File: config.mk
export PLATFORM = sky130hd
export DESIGN_NAME = bcs_seq
export DESIGN_NICKNAME = d
export VERILOG_FILES = /design/src/rtl/bcs_pkg.sv /design/src/rtl/bcs_burst_addr.sv /design/src/rtl/bcs_cycle_ctl.sv /design/src/rtl/bcs_seq.sv
export SDC_FILE = /design/constraint.sdc
export NUM_CORES = 1
export LEC_CHECK = 0
export ABC_AREA = 1
export BUFFER_PORTS_ARGS = -buffer_cell sky130_fd_sc_hd__clkbuf_2
export CORE_ASPECT_RATIO = 0.5
export CORE_UTILIZATION = 45
export CTS_CLUSTER_DIAMETER = 30
export DETAILED_ROUTE_END_ITERATION = 7
export PLACE_DENSITY = 0.82
export SLEW_MARGIN = 30
export SYNTH_ARGS = -nofsm -noshare
export SYNTH_HDL_FRONTEND = slang
export SYNTH_SLANG_ARGS = --single-unit
File: constraint.sdc
create_clock -name clk -period 1.3 [get_ports clk]
set_clock_uncertainty 0.15 [all_clocks]
set_input_delay 0.065 -clock clk [delete_from_list [all_inputs] [get_ports clk]]
set_output_delay 0.065 -clock clk [all_outputs]
set_load 0.005 [all_outputs]
File: src/rtl/bcs_pkg.sv
package bcs_pkg;

  typedef enum logic [2:0] {
    CYC_IDLE  = 3'd0,
    CYC_RD    = 3'd1,
    CYC_WR    = 3'd2,
    CYC_ABORT = 3'd3,
    CYC_DUMMY = 3'd4
  } cyc_e;

  typedef enum logic [1:0] {
    OP_NONE = 2'd0,
    OP_RD   = 2'd1,
    OP_WR   = 2'd2
  } op_e;

  localparam int unsigned BYTES = 4;

  // Low address bits for a beat: XOR order or modulo-4 increment.
  function automatic logic [1:0] beat_low(input logic [1:0] start,
                                          input logic [1:0] cnt,
                                          input logic       ilv);
    return ilv ? (start ^ cnt) : (start + cnt);
  endfunction

  // Port is selected only for the single valid enable combination.
  function automatic logic chip_selected(input logic e1_n,
                                         input logic e2_n,
                                         input logic e3);
    return !e1_n && !e2_n && e3;
  endfunction

endpackage

File: src/rtl/bcs_burst_addr.sv
module bcs_burst_addr
  import bcs_pkg::*;
#(
  parameter int unsigned AW = 17
) (
  input  logic          clk,
  input  logic          rst,
  input  logic          load_ev,
  input  logic          cont_ev,
  input  logic          ilv,
  input  logic [AW-1:0] addr_in,
  output logic [AW-1:0] word_addr,
  output logic [1:0]    cnt
);
  localparam int unsigned UW = AW - 2;

  logic [UW-1:0] upper_q;
  logic [1:0]    start_q;
  logic [1:0]    cnt_q;

  always_ff @(posedge clk) begin
    if (rst) begin
      upper_q <= '0;
      start_q <= '0;
      cnt_q   <= '0;
    end else if (load_ev) begin
      upper_q <= addr_in[AW-1:2];
      start_q <= addr_in[1:0];
      cnt_q   <= '0;
    end else if (cont_ev) begin
      cnt_q   <= cnt_q + 2'd1;
    end
  end

  assign word_addr = {upper_q, beat_low(start_q, cnt_q, ilv)};
  assign cnt       = cnt_q;

  p_upper_fixed_r4: assert property (@(posedge clk) disable iff (rst)
    cont_ev |=> $stable(upper_q) && $stable(start_q));

  p_count_step_r4: assert property (@(posedge clk) disable iff (rst)
    cont_ev |=> cnt_q == $past(cnt_q) + 2'd1);

  p_load_clears_r4: assert property (@(posedge clk) disable iff (rst)
    load_ev |=> cnt_q == 2'd0);

endmodule

File: src/rtl/bcs_cycle_ctl.sv
module bcs_cycle_ctl
  import bcs_pkg::*;
(
  input  logic       clk,
  input  logic       rst,
  input  logic       snooze,
  input  logic       cke_n,
  input  logic       adv_ld_n,
  input  logic       sel,
  input  logic       rw_n,
  input  logic [3:0] bw_n,
  output op_e        op,
  output logic [3:0] mask,
  output logic       load_ev,
  output logic       cont_ev
);
  op_e        op_q;
  logic [3:0] mask_q;
  logic       edge_en;

  assign edge_en = !cke_n && !snooze;
  assign load_ev = edge_en && !adv_ld_n;
  assign cont_ev = edge_en && adv_ld_n && (op_q != OP_NONE);

  always_ff @(posedge clk) begin
    if (rst || snooze) begin
      op_q   <= OP_NONE;
      mask_q <= '0;
    end else if (load_ev) begin
      if (!sel)       op_q <= OP_NONE;
      else if (rw_n)  op_q <= OP_RD;
      else            op_q <= OP_WR;
      mask_q <= (sel && !rw_n) ? ~bw_n : 4'b0000;
    end else if (edge_en) begin
      mask_q <= (op_q == OP_WR) ? ~bw_n : 4'b0000;
    end
  end

  assign op   = op_q;
  assign mask = mask_q;

  p_stall_hold_r7: assert property (@(posedge clk) disable iff (rst)
    (cke_n && !snooze) |=> $stable(op_q) && $stable(mask_q));

  p_rw_ignored_r3: assert property (@(posedge clk) disable iff (rst)
    (edge_en && adv_ld_n) |=> op_q == $past(op_q));

  p_desel_load_r2: assert property (@(posedge clk) disable iff (rst)
    (load_ev && !sel) |=> op_q == OP_NONE);

  p_snooze_idle_r10: assert property (@(posedge clk) disable iff (rst)
    snooze |=> op_q == OP_NONE && mask_q == 4'b0000);

  p_stay_desel_r11: assert property (@(posedge clk) disable iff (rst)
    (op_q == OP_NONE && adv_ld_n) |=> op_q == OP_NONE);

endmodule

File: src/rtl/bcs_seq.sv
module bcs_seq
  import bcs_pkg::*;
#(
  parameter int unsigned AW = 17
) (
  input  logic          clk,
  input  logic          rst,
  input  logic          cke_n,
  input  logic          ce1_n,
  input  logic          ce2_n,
  input  logic          ce3,
  input  logic          adv_ld_n,
  input  logic          rw_n,
  input  logic [3:0]    bw_n,
  input  logic          oe_n,
  input  logic          mode_ilv,
  input  logic          snooze,
  input  logic [AW-1:0] addr_in,
  output logic [AW-1:0] word_addr,
  output logic [1:0]    burst_cnt,
  output logic [2:0]    cyc_type,
  output logic [3:0]    byte_mask,
  output logic          bus_drive
);
  op_e        op;
  logic [3:0] mask;
  logic       load_ev;
  logic       cont_ev;
  logic       sel;
  cyc_e       cyc;

  assign sel = chip_selected(ce1_n, ce2_n, ce3);

  bcs_cycle_ctl u_ctl (
    .clk      (clk),
    .rst      (rst),
    .snooze   (snooze),
    .cke_n    (cke_n),
    .adv_ld_n (adv_ld_n),
    .sel      (sel),
    .rw_n     (rw_n),
    .bw_n     (bw_n),
    .op       (op),
    .mask     (mask),
    .load_ev  (load_ev),
    .cont_ev  (cont_ev)
  );

  bcs_burst_addr #(.AW(AW)) u_addr (
    .clk       (clk),
    .rst       (rst),
    .load_ev   (load_ev),
    .cont_ev   (cont_ev),
    .ilv       (mode_ilv),
    .addr_in   (addr_in),
    .word_addr (word_addr),
    .cnt       (burst_cnt)
  );

  always_comb begin
    cyc = CYC_IDLE;
    if (!snooze) begin
      case (op)
        OP_RD:   cyc = oe_n ? CYC_DUMMY : CYC_RD;
        OP_WR:   cyc = (mask == 4'b0000) ? CYC_ABORT : CYC_WR;
        default: cyc = CYC_IDLE;
      endcase
    end
  end

  assign cyc_type  = cyc;
  assign byte_mask = snooze ? 4'b0000 : mask;
  assign bus_drive = (cyc == CYC_RD);

  p_bus_gate_r9: assert property (@(posedge clk) disable iff (rst)
    bus_drive |-> (!oe_n && !snooze && op == OP_RD));

  p_stall_addr_r7: assert property (@(posedge clk) disable iff (rst)
    (cke_n && !snooze) |=> $stable(burst_cnt));

  p_snooze_out_r10: assert property (@(posedge clk) disable iff (rst)
    snooze |-> (cyc_type == 3'd0 && !bus_drive && byte_mask == 4'b0000));

endmodule

==> flow_summary.json, run 1 <==
{
  "crit_arrival_ns": 1.42,
  "die_width_um": 74.6,
  "synth_commonest_cells": "nor2_1 (48), dfxtp_1 (25), inv_1 (22)",
  "die-area_sq_mm": 0.00285,
  "grt_max_degree": 18,
  "start_util": 0.506,
  "power_density_mw_per_mm2": 840,
  "diodes": 0,
  "hold_class": "in -> reg",
  "clock-sinks": 25,
  "synth_nets": 203,
  "grt_pass1_vias": 1222,
  "crit_path_top_delay_cell": "dfxtp_2",
  "worst-path-max-fanout": 2,
  "yosys_warnings": 0,
  "crit_chain": "inv_2 > ha_4 > inv_2 > nor2_2 > a21boi_2 > o21ai_1 > inv_1 > clkbuf_2",
  "maxSlewViolCount": 0,
  "cts_root_buf": "clkbuf_8",
  "ys_top_cells_by_area": "dfxtp_1 (42%), nor2_1 (15%), o21ai_0 (8.0%)",
  "crit_path_frequent_cell": "inv_2",
  "setup_ws_ns": -0.336,
  "synth_seq_cells": 25,
  "start_kind": "flip-flop",
  "dr.pass1.iters": 4,
  "synth-edff-count": 0,
  "p_leak_nw": 0.909,
  "dp_hpwl_mm": 2.10,
  "fmax_mhz": 611,
  "cts_buffers": 3,
  "maxSlewHeadroom": 0.796,
  "whs_ns": 0.0223,
  "grt_overflow": 0,
  "synth-main-ff-cell": "dfxtp_1",
  "final_cell_area_sq_mm": 0.00184,
  "final_cells": 287,
  "coreArea_sq_mm": 0.00234,
  "tns_ns": -1.13,
  "totalWireLength_mm": 3.22,
  "io_buffers": 58,
  "fillers": 180,
  "worstPathRequired_ns": 1.09,
  "wl_per_cell_um": 11.2,
  "multiInputGateArea_sq_um": 589,
  "maxCapViolations": 0,
  "cp-end-kind": "output pin",
  "critPathKind": "reg -> out",
  "finalSetupViolCount": 9,
  "total_power_mw": 1.55,
  "seq_area_frac_synth": 0.422,
  "synth_area_per_cell_sq_um": 7.10,
  "die_y_um": 38.3,
  "synth_top_area_frac": 0.422,
  "area_delta_synth_final_pct": 55.5,
  "cts_tree": "built",
  "status": "complete, but fails checks",
  "detailed_place.area_sq_mm": 0.00154,
  "grt_antenna_before_repair": 0,
  "grt.total_usage": 0.249,
  "clock_path_buffers": 2,
  "h-tree-depth": 1,
  "period_needed_ns": 1.64,
  "final_antenna_net_count": 0,
  "gp_congestion": 0.730,
  "io_pins": 59,
  "clk_pin_slew_worst_paths_ns": 0.09,
  "hold_viol": 0,
  "ys_async_sr_fraction": 0,
  "route.detailed.drc": 0,
  "layout.area.seq_sq_um": 505,
  "worst_pin_slew_ns": 0.305,
  "max_stage_delay_ns": 0.34,
  "viasPerCell": 4.80,
  "postSynthCellCount": 167,
  "pre_cts_slack_ns": -0.111,
  "vias": 1377,
  "netlist_area_sq_mm": 0.00118,
  "nets": 289,
  "yosysTopAreaCell": "dfxtp_1",
  "clock_latency_ns": 0.27,
  "grt_pass1_wl_mm": 5.15,
  "numPlacedInstances": 262,
  "rsz0062_at_grt": "true",
  "drive_above_1_share": 0.349,
  "fin_crit_sh": 1.26,
  "yosysMostFrequentCell": "nor2_1",
  "violations": "setup timing",
  "ys_types": 23,
  "num_rows": 12,
  "fin_util": 0.787,
  "drt_iter0_drc": 79,
  "worst_ir_drop_vdd_mv": 0.589
}
## cell families (layout without fill, tap and decap cells)
family                   after synthesis  in the layout  share of synthesized area
AO/OA/AOI/OAI                         27             27                      0.118
XOR/XNOR                               3              3                     0.0222
adder cells (fa/ha/maj)                4              4                     0.0422
buffers and inverters                 30            115                      0.113
flip-flops                            25             25                      0.422
AND/OR/NAND/NOR                       78             78                      0.282
## timing repair
item | in CTS | in global routing
pin swaps | 2 | 4
resized for setup | 9 | 7
setup buffers | 0 | 0
gates cloned | 0 | 0
hold buffers | 21 | 0
endpoints found under the hold margin | 20 | 0
setup endpoints to repair | 9 | 9
## critical path, delay by kind of cell, from the launching register on
family	cells	cell delay, ns
fa+ha+maj	1	0.25
flops	1	0.34
simple gates	1	0.08
compound gates	2	0.26
buf+inv	4	0.23
## report_power, final
group,internal (mW),total [mW],switching [mW]
clock,0.217,0.471,0.254
combinational,0.138,0.261,0.123
sequential,0.798,0.816,0.0177
## final timing paths
path	slack (ns)	startpoint	end	cells after the start
worst max-delay path	-0.34	u_ctl.op[0]	bus_drive	8
worst min-delay path	0.02	cke_n	u_ctl.mask[2]	4
worst min register to register	0.34	u_addr.upper_q[4]	u_addr.upper_q[4]	2
worst max register to register	-0.09	u_ctl.op[1]	u_ctl.mask[3]	7
## cell usage in the layout, fill, tap and decap left out
cell type	Yosys	final
clkbuf_2	0	56
nor2_1	48	46
dlygate4sd3_1	0	21
dfxtp_1	25	21
inv_1	22	18
o21ai_0	19	18
nand2_1	12	12
nand3_1	12	12
buf_4	1	9
a21oi_1	6	6
inv_2	0	4
dfxtp_2	0	4
clkbuf_8	0	3
nor2_4	1	2
xor2_1	2	2
ha_4	0	2
ha_1	4	2
buf_2	1	2
nor2_2	0	1
and3_1	1	1
nand4_1	1	1
a21boi_2	0	1
o21ai_1	0	1
xnor2_1	1	1
nand2_4	1	1
clkinv_2	1	1
nor3b_1	1	1
or2_2	1	1
a22oi_1	1	1
clkinvlp_4	0	1
## final cells by class
cell class / instances / share of cell area
multi-input cells: 112 / 0.320
repair buffers: 88 / 0.308
inverters: 23 / 0.0475
clock buffers: 3 / 0.0224
flip-flops and latches: 25 / 0.274
well taps: 35 / 0.0238
clock inverters: 1 / 0.00407
## registers in the layout, summed over array words and instances, names as in the netlist
name / cells
u_addr.upper_q: 15
u_ctl.op: 2
u_ctl.mask: 4
u_addr.start_q: 2
u_addr.cnt: 2
## layer usage
metal	wire length, um	GRT usage
met5	0	0
met4	73	0.0991
met3	186	0.0579
met2	1650	0.493
met1	1310	0.261
(Power assumes the default switching activity.)
==> inputs of run 2 (changes only) <==
--- a/config.mk
+++ b/config.mk
@@ -8,10 +8,10 @@
 export ABC_AREA = 1
 export BUFFER_PORTS_ARGS = -buffer_cell sky130_fd_sc_hd__clkbuf_2
 export CORE_ASPECT_RATIO = 0.5
-export CORE_UTILIZATION = 45
+export CORE_UTILIZATION = 25
 export CTS_CLUSTER_DIAMETER = 30
 export DETAILED_ROUTE_END_ITERATION = 7
-export PLACE_DENSITY = 0.82
+export PLACE_DENSITY = 0.52
 export SLEW_MARGIN = 30
 export SYNTH_ARGS = -nofsm -noshare
 export SYNTH_HDL_FRONTEND = slang
==> constraint.sdc (replaced) <==
create_clock -name clk -period 1.74 [get_ports clk]
set_clock_uncertainty 0.15 [all_clocks]
set_input_delay 0.087 -clock clk [delete_from_list [all_inputs] [get_ports clk]]
set_output_delay 0.087 -clock clk [all_outputs]
set_load 0.005 [all_outputs]
==> run 2 against run 1 <==
  * The flow now finishes without violations
  * Final area down 1.1%
  * Critical endpoint unchanged
  * Register-to-register slack improved by 0.34 ns
  * Power fell by 27%
  * Worst setup slack improved by 0.42 ns
  * Highest routed layer unchanged
  * Non-clock buffer count fell by 5
  * First-iteration DRC count decreased by 68%
  * Sequential power shrank 26%
==> flow_summary.json, run 2 (same netlist as run 1, synthesis figures left out) <==
{
  "start_kind": "flip-flop",
  "grt-busiest-layer": "met2",
  "hold_class": "in -> reg",
  "critPathKind": "reg -> out",
  "path_delay_family": "flip-flops",
  "clock_latency_ns": 0.27,
  "crit_path_top_delay_cell": "dfxtp_2",
  "maxCapViolations": 0,
  "wl_per_cell_um": 9.60,
  "worst_ir_drop_vdd_mv": 0.359,
  "finalSetupViolCount": 0,
  "clock-sinks": 25,
  "fillers": 495,
  "grt_use_met2": 0.226,
  "vias": 1285,
  "worstPathRequired_ns": 1.50,
  "p_leak_nw": 0.893,
  "crit_path_frequent_cell": "inv_2",
  "h-tree-depth": 1,
  "multiInputGateArea_sq_um": 587,
  "crit_chain": "inv_2 > ha_4 > inv_2 > nor2_4 > a21boi_2 > o21ai_1 > inv_1 > clkbuf_2",
  "fin_crit_sh": 0.954,
  "cts_tree": "built",
  "final_antenna_net_count": 0,
  "nets": 284,
  "coreArea_sq_mm": 0.00447,
  "grt_max_degree": 23,
  "total_power_mw": 1.13,
  "diodes": 0,
  "die_y_um": 50.7,
  "final_cell_mix": "clkbuf_2 (58), nor2_1 (47), dfxtp_1 (23)",
  "grt_overflow": 0,
  "cts_buffers": 3,
  "maxSlewViolCount": 0,
  "clk_pin_slew_worst_paths_ns": 0.09,
  "grt.total_usage": 0.122,
  "cts_root_buf": "clkbuf_8",
  "use_met1": 0.144,
  "fin_util": 0.408,
  "route.detailed.drc": 0,
  "grt_pass1_vias": 1154,
  "area_delta_synth_final_pct": 53.9,
  "ff2ff_path_depth": 4,
  "gp_congestion": 0.691,
  "clock_path_buffers": 2,
  "layout.area.seq_sq_um": 503,
  "drt_iter0_drc": 25,
  "worst-path-max-fanout": 2,
  "grtUsageMet3": 0.0292,
  "grt_pass1_wl_mm": 4.85,
  "max_flop_register": "u_addr.upper_q",
  "die-area_sq_mm": 0.00504,
  "max_stage_delay_ns": 0.34,
  "dp_hpwl_mm": 2.10,
  "hold_viol": 0,
  "grt_antenna_before_repair": 0,
  "io_pins": 59,
  "path_depth": 8,
  "status": "complete, no violations",
  "worst_pin_slew_ns": 0.520,
  "layout_commonest_cell": "clkbuf_2",
  "num_rows": 17,
  "hold_depth": 4,
  "drive_above_1_share": 0.324,
  "start_util": 0.265,
  "totalWireLength_mm": 2.92,
  "maxSlewHeadroom": 0.653,
  "viasPerCell": 4.23,
  "io_buffers": 58,
  "cp-end-kind": "output pin",
  "rsz0062_at_grt": "true",
  "largest_reg_flops": 15,
  "crit_arrival_ns": 1.42,
  "fmax_mhz": 603,
  "die_width_um": 99.4,
  "cp.buffers_inverters": 4,
  "power_density_mw_per_mm2": 623,
  "period_needed_ns": 1.66,
  "dr.pass1.iters": 4
}
run 2: final timing paths:
path | slack (ns) | to | start
setup reg to reg | 0.25 | u_ctl.op[0] | u_ctl.op[0]
setup / recovery | 0.08 | bus_drive | u_ctl.op[0]
hold / removal | 0.03 | u_ctl.mask[0] | cke_n
hold reg to reg | 0.33 | u_ctl.op[1] | u_ctl.op[1]
run 2: cell type report:
cell class,count,area share
timing repair buffer,83,0.290
tap,57,0.0391
clock buffer,3,0.0226
multi-input combinational,112,0.322
sequential,25,0.276
inverter,23,0.0480
clock inverter,1,0.00275
run 2: layer usage:
layer,vias up,share of wire
met2,21,0.49
li1,680,-
met1,582,0.48
met5,-,0
met3,2,0.027
met4,0,0.0024
run 2: metrics by stage:
stage	setup slack [ns]	instances	setup TNS, ns	hold WS, ns	area, sq um
final	0.0803	304	0	0.0270	1820
after detailed placement	0.150	277	0	0.194	1520
after global placement	0.210	277	0	0.185	1520
after floorplan	0.294	167	0	0.0853	1180
after global routing	-0.0389	304	-0.0597	0.0567	1820
after CTS	0.00673	303	0	0.0252	1790
run 2: tightest hold or removal path: stages:
cell and delay (ns):
clkbuf_2 0.15, a21oi_1 0.09, nand2_1 0.06, inv_1 0.03
run 2: power by group:
group	switching, mW	internal (mW)	total [mW]
clock	0.184	0.160	0.344
sequential	0.0114	0.596	0.607
combinational	0.0866	0.0970	0.184
run 2: what timing repair did:
action                                  4_1_cts  5_1_grt
buffers inserted                              2        1
endpoints found under the setup margin        2        2
gates resized for setup                       5        8
gates cloned                                  0        0
endpoints found under the hold margin        19        0
pin swaps                                     0        2
hold buffers                                 20        0
==> inputs of run 3 (changes only) <==
--- a/config.mk
+++ b/config.mk
@@ -12,6 +12,7 @@
 export CTS_CLUSTER_DIAMETER = 30
 export DETAILED_ROUTE_END_ITERATION = 7
 export PLACE_DENSITY = 0.52
+export SETUP_SLACK_MARGIN = 0.15
 export SLEW_MARGIN = 30
 export SYNTH_ARGS = -nofsm -noshare
 export SYNTH_HDL_FRONTEND = slang
==> run 3 against run 2 <==
  * Sequential share of layout area is 0.39 points lower
  * Hold slack hardly changed
  * Die area stayed put
  * Fmax is 0.45% higher
  * Via count is 1.4% higher
  * Wire length is 1.4% higher
  * Register-to-register slack worse by 0.02 ns
  * Utilization is 0.90 points higher
  * Combinational power hardly changed
  * Count of clock-buffer cells in the layout stayed put
  * Sequential power hardly changed
  * Critical endpoint unchanged
  * Largest power group unchanged
==> flow_summary.json, run 3 (same netlist as run 1, synthesis figures left out) <==
{
  "status": "complete, no violations",
  "viasPerCell": 4.26,
  "hold_class": "in -> reg",
  "layout.area.seq_sq_um": 507,
  "io_buffers": 58,
  "crit_chain": "inv_4 > buf_12 > ha_4 > nand4_1 > a21boi_2 > o21ai_1 > inv_1 > clkbuf_2",
  "max_flop_register": "u_addr.upper_q",
  "fmax_mhz": 605,
  "clock_path_buffers": 2,
  "p_leak_nw": 0.911,
  "nets": 286,
  "final_cell_mix": "clkbuf_2 (57), nor2_1 (47), dfxtp_1 (22)",
  "largest_reg_flops": 15,
  "grt_overflow": 0,
  "route.detailed.drc": 0,
  "h-tree-depth": 1,
  "wl_per_cell_um": 9.67,
  "rsz0062_at_grt": "true",
  "maxCapViolations": 0,
  "final_antenna_net_count": 0,
  "finalSetupViolCount": 0,
  "fillers": 496,
  "grt_max_degree": 23,
  "maxSlewViolCount": 0,
  "worst_ir_drop_vdd_mv": 0.359,
  "gp_congestion": 0.691,
  "period_needed_ns": 1.65,
  "cts_root_buf": "clkbuf_8",
  "die_y_um": 50.7,
  "vias": 1303,
  "fin_util": 0.417,
  "whs_ns": 0.0271,
  "cts_tree": "built",
  "hold_viol": 0,
  "dr.pass1.iters": 4,
  "fin_crit_sh": 0.950,
  "dp_hpwl_mm": 2.10,
  "multiInputGateArea_sq_um": 587,
  "detailed_place.area_sq_mm": 0.00152,
  "coreArea_sq_mm": 0.00447,
  "clock-sinks": 25,
  "crit_path_top_delay_cell": "dfxtp_2",
  "worstPathRequired_ns": 1.50,
  "cp-end-kind": "output pin",
  "grt.total_usage": 0.123,
  "cp.buffers_inverters": 4,
  "io_pins": 59,
  "die-area_sq_mm": 0.00504,
  "drt_iter0_drc": 24,
  "max_stage_delay_ns": 0.34,
  "critPathKind": "reg -> out",
  "layout_commonest_cell": "clkbuf_2",
  "clock_latency_ns": 0.27,
  "worst-path-max-fanout": 6,
  "grt_pass1_wl_mm": 4.91,
  "grt_antenna_before_repair": 0,
  "diodes": 0,
  "totalWireLength_mm": 2.96,
  "worst_pin_slew_ns": 0.522,
  "clk_pin_slew_worst_paths_ns": 0.09,
  "area_delta_synth_final_pct": 57.2,
  "final_cell_area_sq_mm": 0.00186,
  "start_util": 0.265,
  "die_width_um": 99.4,
  "power_density_mw_per_mm2": 609,
  "grt_pass1_vias": 1162,
  "path_delay_family": "flip-flops",
  "start_kind": "flip-flop",
  "total_power_mw": 1.13,
  "tns_ns": 0,
  "num_rows": 17,
  "drive_above_1_share": 0.333,
  "cts_buffers": 3,
  "crit_arrival_ns": 1.42,
  "maxSlewHeadroom": 0.651
}
-- run 3: area by class of cell --
cell class,count,share of cell area
multi-input combinational,112,0.315
clock inverter,1,0.00269
inverter,23,0.0484
tap,57,0.0383
clock buffer,3,0.0222
timing repair buffer,85,0.302
sequential,25,0.272
-- run 3: layer usage --
| layer | share of wire | global-route usage |
|---|---|---|
| met3 | 0.026 | 0.0292 |
| met2 | 0.50 | 0.228 |
| met4 | 0.0024 | 0.0245 |
| met1 | 0.47 | 0.146 |
| met5 | 0 | 0 |
-- run 3: what timing repair did --
| item | CTS | global route |
|---|---|---|
| hold endpoints to repair | 19 | 0 |
| setup endpoints to repair | 3 | 4 |
| cloned | 0 | 0 |
| hold buffers | 20 | 0 |
| gates resized for setup | 9 | 8 |
| buffers inserted | 3 | 2 |
| pin swaps | 2 | 2 |
-- run 3: path summary, 6_finish.rpt --
check	start	end	slack, ns	depth (start not counted)
hold reg to reg	u_addr.upper_q[5]	u_addr.upper_q[5]	0.34	2
setup reg to reg	u_ctl.op[0]	u_ctl.op[0]	0.23	4
setup / recovery	u_ctl.op[0]	bus_drive	0.09	8
hold / removal	cke_n	u_ctl.mask[0]	0.03	4
-- run 3: tightest hold or removal path, stage by stage --
cell and delay (ns):
clkbuf_2 0.15, a21oi_1 0.09, nand2_1 0.06, inv_1 0.03
-- run 3: power by group --
group / total (mW) / leakage [nW] / internal [mW] / switching (mW)
logic: 0.184 / 0.680 / 0.0972 / 0.0864
clock network: 0.344 / 0.0255 / 0.160 / 0.184
registers: 0.606 / 0.206 / 0.594 / 0.0114
total: 1.13 / 0.911 / 0.852 / 0.282
-- run 3: stage by stage --
stage,worst slack (ns),std cells
after floorplan,0.294,167
after global placement,0.210,277
after detailed placement,0.150,277
after CTS,0.0491,304
after global routing,-0.0210,306
final,0.0877,306
